[src/rtl/rx_drop_stats.sv]
module rx_drop_stats #(
  parameter int NA       = 16,
  parameter int FW       = 11,
  parameter int LEN_W    = 14,
  parameter int RUNT_LEN = 64
) (
  input  logic             clk,
  input  logic             rst_n,
  input  logic             nodesc_drop_i,
  input  logic             fifo_ovf_i,
  input  logic             frame_end_i,
  input  logic             frame_good_i,
  input  logic [LEN_W-1:0] frame_len_i,
  input  logic             rd_stb_i,
  output logic [31:0]      rd_data_o
);
  localparam int USED = NA + FW + 2;
  localparam int RSVD = 32 - USED;

  logic [NA-1:0] cnt_a;
  logic          flg_a;
  logic [FW-1:0] cnt_b;
  logic          flg_b;
  logic [31:0]   word;

  logic          runt;
  logic [1:0]    inc_b;
  logic [NA:0]   sum_a;
  logic [FW:0]   sum_b;

  assign runt  = frame_end_i && frame_good_i && (frame_len_i != '0) &&
                 (frame_len_i < LEN_W'(RUNT_LEN));
  assign inc_b = 2'(fifo_ovf_i) + 2'(runt);

  assign sum_a = {1'b0, (rd_stb_i ? '0 : cnt_a)} + (NA+1)'(nodesc_drop_i);
  assign sum_b = {1'b0, (rd_stb_i ? '0 : cnt_b)} + (FW+1)'(inc_b);

  assign word = {{RSVD{1'b0}}, flg_b, cnt_b, flg_a, cnt_a};

  always_ff @(posedge clk) begin
    if (!rst_n) begin
      cnt_a     <= '0;
      flg_a     <= 1'b0;
      cnt_b     <= '0;
      flg_b     <= 1'b0;
      rd_data_o <= '0;
    end else begin
      cnt_a <= sum_a[NA-1:0];
      flg_a <= (flg_a && !rd_stb_i) || sum_a[NA];
      cnt_b <= sum_b[FW-1:0];
      flg_b <= (flg_b && !rd_stb_i) || sum_b[FW];
      if (rd_stb_i) rd_data_o <= word;
    end
  end


  reserved_zero_chk: assert property (@(posedge clk) disable iff (!rst_n)
    rd_data_o[31:USED] == '0);


  flag_a_sticky_chk: assert property (@(posedge clk) disable iff (!rst_n)
    (flg_a && !rd_stb_i) |=> flg_a);


  flag_b_sticky_chk: assert property (@(posedge clk) disable iff (!rst_n)
    (flg_b && !rd_stb_i) |=> flg_b);


  count_a_step_chk: assert property (@(posedge clk) disable iff (!rst_n)
    (nodesc_drop_i && !rd_stb_i) |=> cnt_a == NA'($past(cnt_a) + 1'b1));


  read_capture_chk: assert property (@(posedge clk) disable iff (!rst_n)
    rd_stb_i |=> rd_data_o == $past(word));


  read_clear_chk: assert property (@(posedge clk) disable iff (!rst_n)
    rd_stb_i |=> (!flg_a && !flg_b && cnt_a == NA'($past(nodesc_drop_i))));


  hold_chk: assert property (@(posedge clk) disable iff (!rst_n)
    !rd_stb_i |=> $stable(rd_data_o));
endmodule

[config.mk]
export PLATFORM = sky130hd
export DESIGN_NAME = rx_drop_stats
export DESIGN_NICKNAME = d
export VERILOG_FILES = /design/src/rtl/rx_drop_stats.sv
export SDC_FILE = /design/constraint.sdc
export NUM_CORES = 1
export LEC_CHECK = 0
export ABC_CLOCK_PERIOD_IN_PS = 2300
export BUFFER_PORTS_ARGS = -buffer_cell sky130_fd_sc_hd__buf_2
export CAP_MARGIN = 20
export CORE_MARGIN = 4
export CORE_UTILIZATION = 56
export CTS_BUF_LIST = sky130_fd_sc_hd__clkbuf_8
export DETAILED_ROUTE_END_ITERATION = 6
export PLACE_DENSITY = 0.87
export SLEW_MARGIN = 40
export SYNTH_ARGS = -nofsm -noshare
export SYNTH_HDL_FRONTEND = slang
export SYNTH_SLANG_ARGS = --single-unit
[constraint.sdc]
create_clock -name clk -period 2.3 [get_ports clk]
set_clock_uncertainty 0.05 [all_clocks]
set_input_delay 0.23 -clock clk [delete_from_list [all_inputs] [get_ports clk]]
set_output_delay 0.23 -clock clk [all_outputs]
set_load 0.02 [all_outputs]
==> After elaboration in Yosys (flattened, before gate mapping) <==
Index checks and enable logic that the tools add are counted.
{ "totals": {"regBits": 58, "latchBits": 0, "ramBits": 0, "rom_bits": 0, "inputBits": 21, "out_inout_bits": 32, "word_cells": 20, "n_memories": 0} }
{ "classes": {"addsub": 3, "mul": 0, "div": 0, "n_lt_le_gt_ge": 1, "eq_ne": 0, "shifts": 0, "n_mux": 2, "bitwise_logic": 0, "n_reduce_logical": 9} }
{ "ops": {"columns": ["cell", "count"], "rows": [
  ["$add 16x1->17", 1],
  ["$mux 16", 1],
  ["$lt 14x7->1 const B", 1],
  ["$reduce_bool 14->1", 1],
  ["$add 11x2->12", 1],
  ["$mux 11", 1],
  ["$logic_and 1x1->1", 5],
  ["$add 1x1->2", 1],
  ["$logic_or 1x1->1", 2],
  ["$logic_not 1->1", 1]
]} }

==> Logic depth before layout (Yosys ltp) <==
{ "logic_depth": {"word_depth": 6, "depth_mapped": 9, "depth_no_buf": 9} }

==> Least setup slack after synthesis <==
No wires, ideal clock.
{ "synth_path": {"path_type": "input-to-reg", "startpoint": "in frame_len_i[3]", "endpoint": "reg cnt_b[6]", "setup_time_ns": 0.115, "arrival_ns": 1.992, "required_time_ns": 2.135, "path_slack_ns": 0.143, "stages": 9, "path_buffers": 0, "path_cell_list": "or4_1 -> nor3_1 -> nor3_1 -> fa_1 -> ha_1 -> nand3_1 -> nor3_1 -> xnor2_1 -> and2_1"} }
{ "synth_between": {"elab_chain_len": 5} }
{ "synth_lines": {"columns": ["element", "line", "text"], "rows": [
  ["start: declaration", "13", "input logic [LEN_W-1:0] frame_len_i,"],
  ["parallel branches: the longest is 2 deep, another holds $lt 14x7->1", null, null],
  ["$logic_and 1x1->1 (*)", "31", "assign runt = frame_end_i && frame_good_i && (frame_len_i != '0) &&"],
  ["$add 1x1->2 (*)", "33", "assign inc_b = 2'(fifo_ovf_i) + 2'(runt);"],
  ["$add 11x2->12 (*)", "36", "assign sum_b = {1'b0, (rd_stb_i ? '0 : cnt_b)} + (FW+1)'(inc_b);"],
  ["end signal: assignment", "50", "cnt_b <= sum_b[FW-1:0];"],
  ["end: declaration", "22", "logic [FW-1:0] cnt_b;"]
]} }
Every way passes the cells marked *.
A chain may end at the register's enable or synchronous reset.

==> Final worst setup path <==
Ends and elaborated chain as after synthesis.

==> impl_results.md <==
* FF-to-FF setup slack at 320 ps
* Initial antenna violation count at 0
* Yosys top cell area share at 45.83%
* Hold Crit Start: nodesc_drop_i
* Tcrit/Tclk final at 89.37%
* CP most frequent cell: nor3_1
* # rows at 24
* Hold Path Stages at 3
* RSZ-0062 raised after global routing: no
* CP max FO at 4
* Detailed Place HPWL at 3377 um
* Hold crit path type: primary input to flip-flop
* CTS Buf Count at 9
* Clock Pin Slew Worst Setup and Hold Paths at 60 ps
* Antenna viol nets, final at 0
* Achievable frequency at 486.5 MHz
* Placed inst area at 2813 um^2
* Final Instance Area at 2965 um^2
* H-tree levels at 3
* Net count, final at 330
* Avg Inst Size Synth at 10.05 um^2
* Post-synth top area cell: dfxtp_1
* Post-CTS sizing at 0
* Fin util at 68.10%
* Final hold vios at 0
* Top-count cell post-synth: dfxtp_1
* Synth Instances at 252
* R2r startpoint: cnt_a[0]
* Drt initial violations at 83
* Max clock buf depth at 2
* Setup crit end kind: flip-flop
* Chip width at 75.27 um
* Core area at 4354 um^2
* Ports at 53
* Starting Density at 58.19%
* Gpl congestion at 0.7955
* Full die area at 5665 um^2
* Reg2Reg Depth at 7
* CP arrival at 2230 ps
* CTS Sinks at 58
* DR vias at 1,873
* First-pass GRT wire length at 7741 um
* Slowest cell delay on critical path at 520 ps
* Vias in the first global route at 1,736
* Worst VDD drop at 561.3 uV
* Worst reg2reg endpoint: cnt_a[14]
* Hold Buf Count CTS at 0
* Setup bufs post-CTS at 0
* Vias/cell at 5.203
* Critical-path cell list: buf_2, or4_1, nor3_1, nor3_1, fa_1, ha_1, nand3_1, nor3_1, xnor2_1, and2_1
* DRT Wirelength at 4708 um
* Setup violations, final at 0
* Synth cell count leaders: dfxtp_1, nor2b_1, mux2i_1, nor2_1, nand2_1
* Worst setup SP type: primary input
* Top FF cell, synth: dfxtp_1
* GR Overflow Total at 0
* Chip height at 75.27 um
* Largest net degree at the start of global routing at 29
* Post-Syn Area at 2534 um^2
* Post-synth EDFFs at 0
* Clk_lat worst skew at 330 ps
* Sequential area share after synthesis at 45.83%
* Area growth syn-to-layout at 17.04%
* # diodes at 0
* PnR Total Power at 1.848 mW
* Residual DRC count at 0
* Synth warnings at 0
* Top cells by area, synth: dfxtp_1, mux2i_1, nor2b_1
* Hold Path End: cnt_a[0]
* Yosys cell types at 39
* Async S/R FF share, synth at 0%
* CTS tree: yes
* WP data required at 2470 ps
* Status: completed
* Leakage at 1.344 nW
* Port Buffers at 49
* Max Slew Vio Count at 0
* Maxcap violations at 0
* Layout cell share with drive strength beyond 1 at 22.40%
* Wire length per cell at 13.08 um
* Drt pass-1 iters at 4
* Max stage delay cell, worst path: or4_1
* Setup CP Type: primary input to flip-flop
* Tot GR Track Use at 18.27%
* #FFs+latches synth at 58
* Post-layout minimum cycle time at 2055 ps
* PD cells at 623.3 nW/um^2
* Clk root buf: clkbuf_8
[stage by stage]
step                hold WS [ps]  setup slack, ps  TNS (ps)  std cells
finish                     193.6            244.5         0        360
global route               197.4            114.1         0        360
CTS                        185.2            245.6         0        360
detailed placement         402.6           -115.6    -179.2        346
global placement           399.7            1.616         0        346
floorplan                  340.3            142.8         0        254
[kinds of logic after synthesis]
group	count (synthesis)	synth area share [%]
AND/OR/NAND/NOR	112	27.16
flip-flops	58	45.83
multiplexers	30	11.85
XOR/XNOR	18	6.222
buffers and inverters	18	3.605
AO/OA/AOI/OAI	11	2.913
adder cells (fa/ha/maj)	4	2.272
other	1	0.1480
[layout by cell type, fill, tap and decap left out, drive strengths merged, types with 4 or more instances in the layout]
master	count
and2	9
clkbuf	10
xor2	8
nor2b	35
nand2	11
nand4	4
dfxtp	58
buf	54
nor2	17
nand3	6
nand2b	8
inv	8
mux2i	30
xnor2	10
nor4	6
nor3	5
[state kept, by name, summed over array words and instances, names as in the netlist]
name,count
rd_data_o,29
cnt_a,16
cnt_b,11
flg_a,1
flg_b,1
[layer usage]
layer	global-route usage, %	share of wire [%]
met2	30.75	51
met5	0	0
met4	8.350	1.9
met1	20.96	42
met3	6.142	4.8
[power breakdown]
part | internal, mW | switching [mW] | total, mW
logic | 0.0472 | 0.0505 | 0.0977
clock network | 0.392 | 0.345 | 0.736
registers | 1.01 | 0.00323 | 1.01
total | 1.45 | 0.398 | 1.85
[critical path: cells and delay by family]
kind          cells  cell delay (ps)
fa+ha+maj         2              640
xor+xnor          1              120
simple gates      6             1140
buf+inv           1               90
[area by class of cell]
class,instances,area (um^2)
well taps,52,65.06
clock inverters,4,15.01
multi-input cells,178,1289
flip-flops and latches,58,1161
clock buffers,10,137.6
repair buffers,54,282.8
inverters,4,15.01
fillers,354,1389
[worst max-delay path by stage]
stage / from / to / depth (start not counted)
5_1_grt: frame_len_i[3] / cnt_b[6] / 10
3_5_place_dp: frame_len_i[3] / cnt_b[6] / 10
4_1_cts: frame_len_i[3] / cnt_b[6] / 10
2_1_floorplan: frame_len_i[3] / cnt_b[6] / 9
3_3_place_gp: frame_len_i[3] / cnt_b[6] / 10
6_report: frame_len_i[3] / cnt_b[6] / 10
No activity file was read; power rests on OpenSTA's default activity.
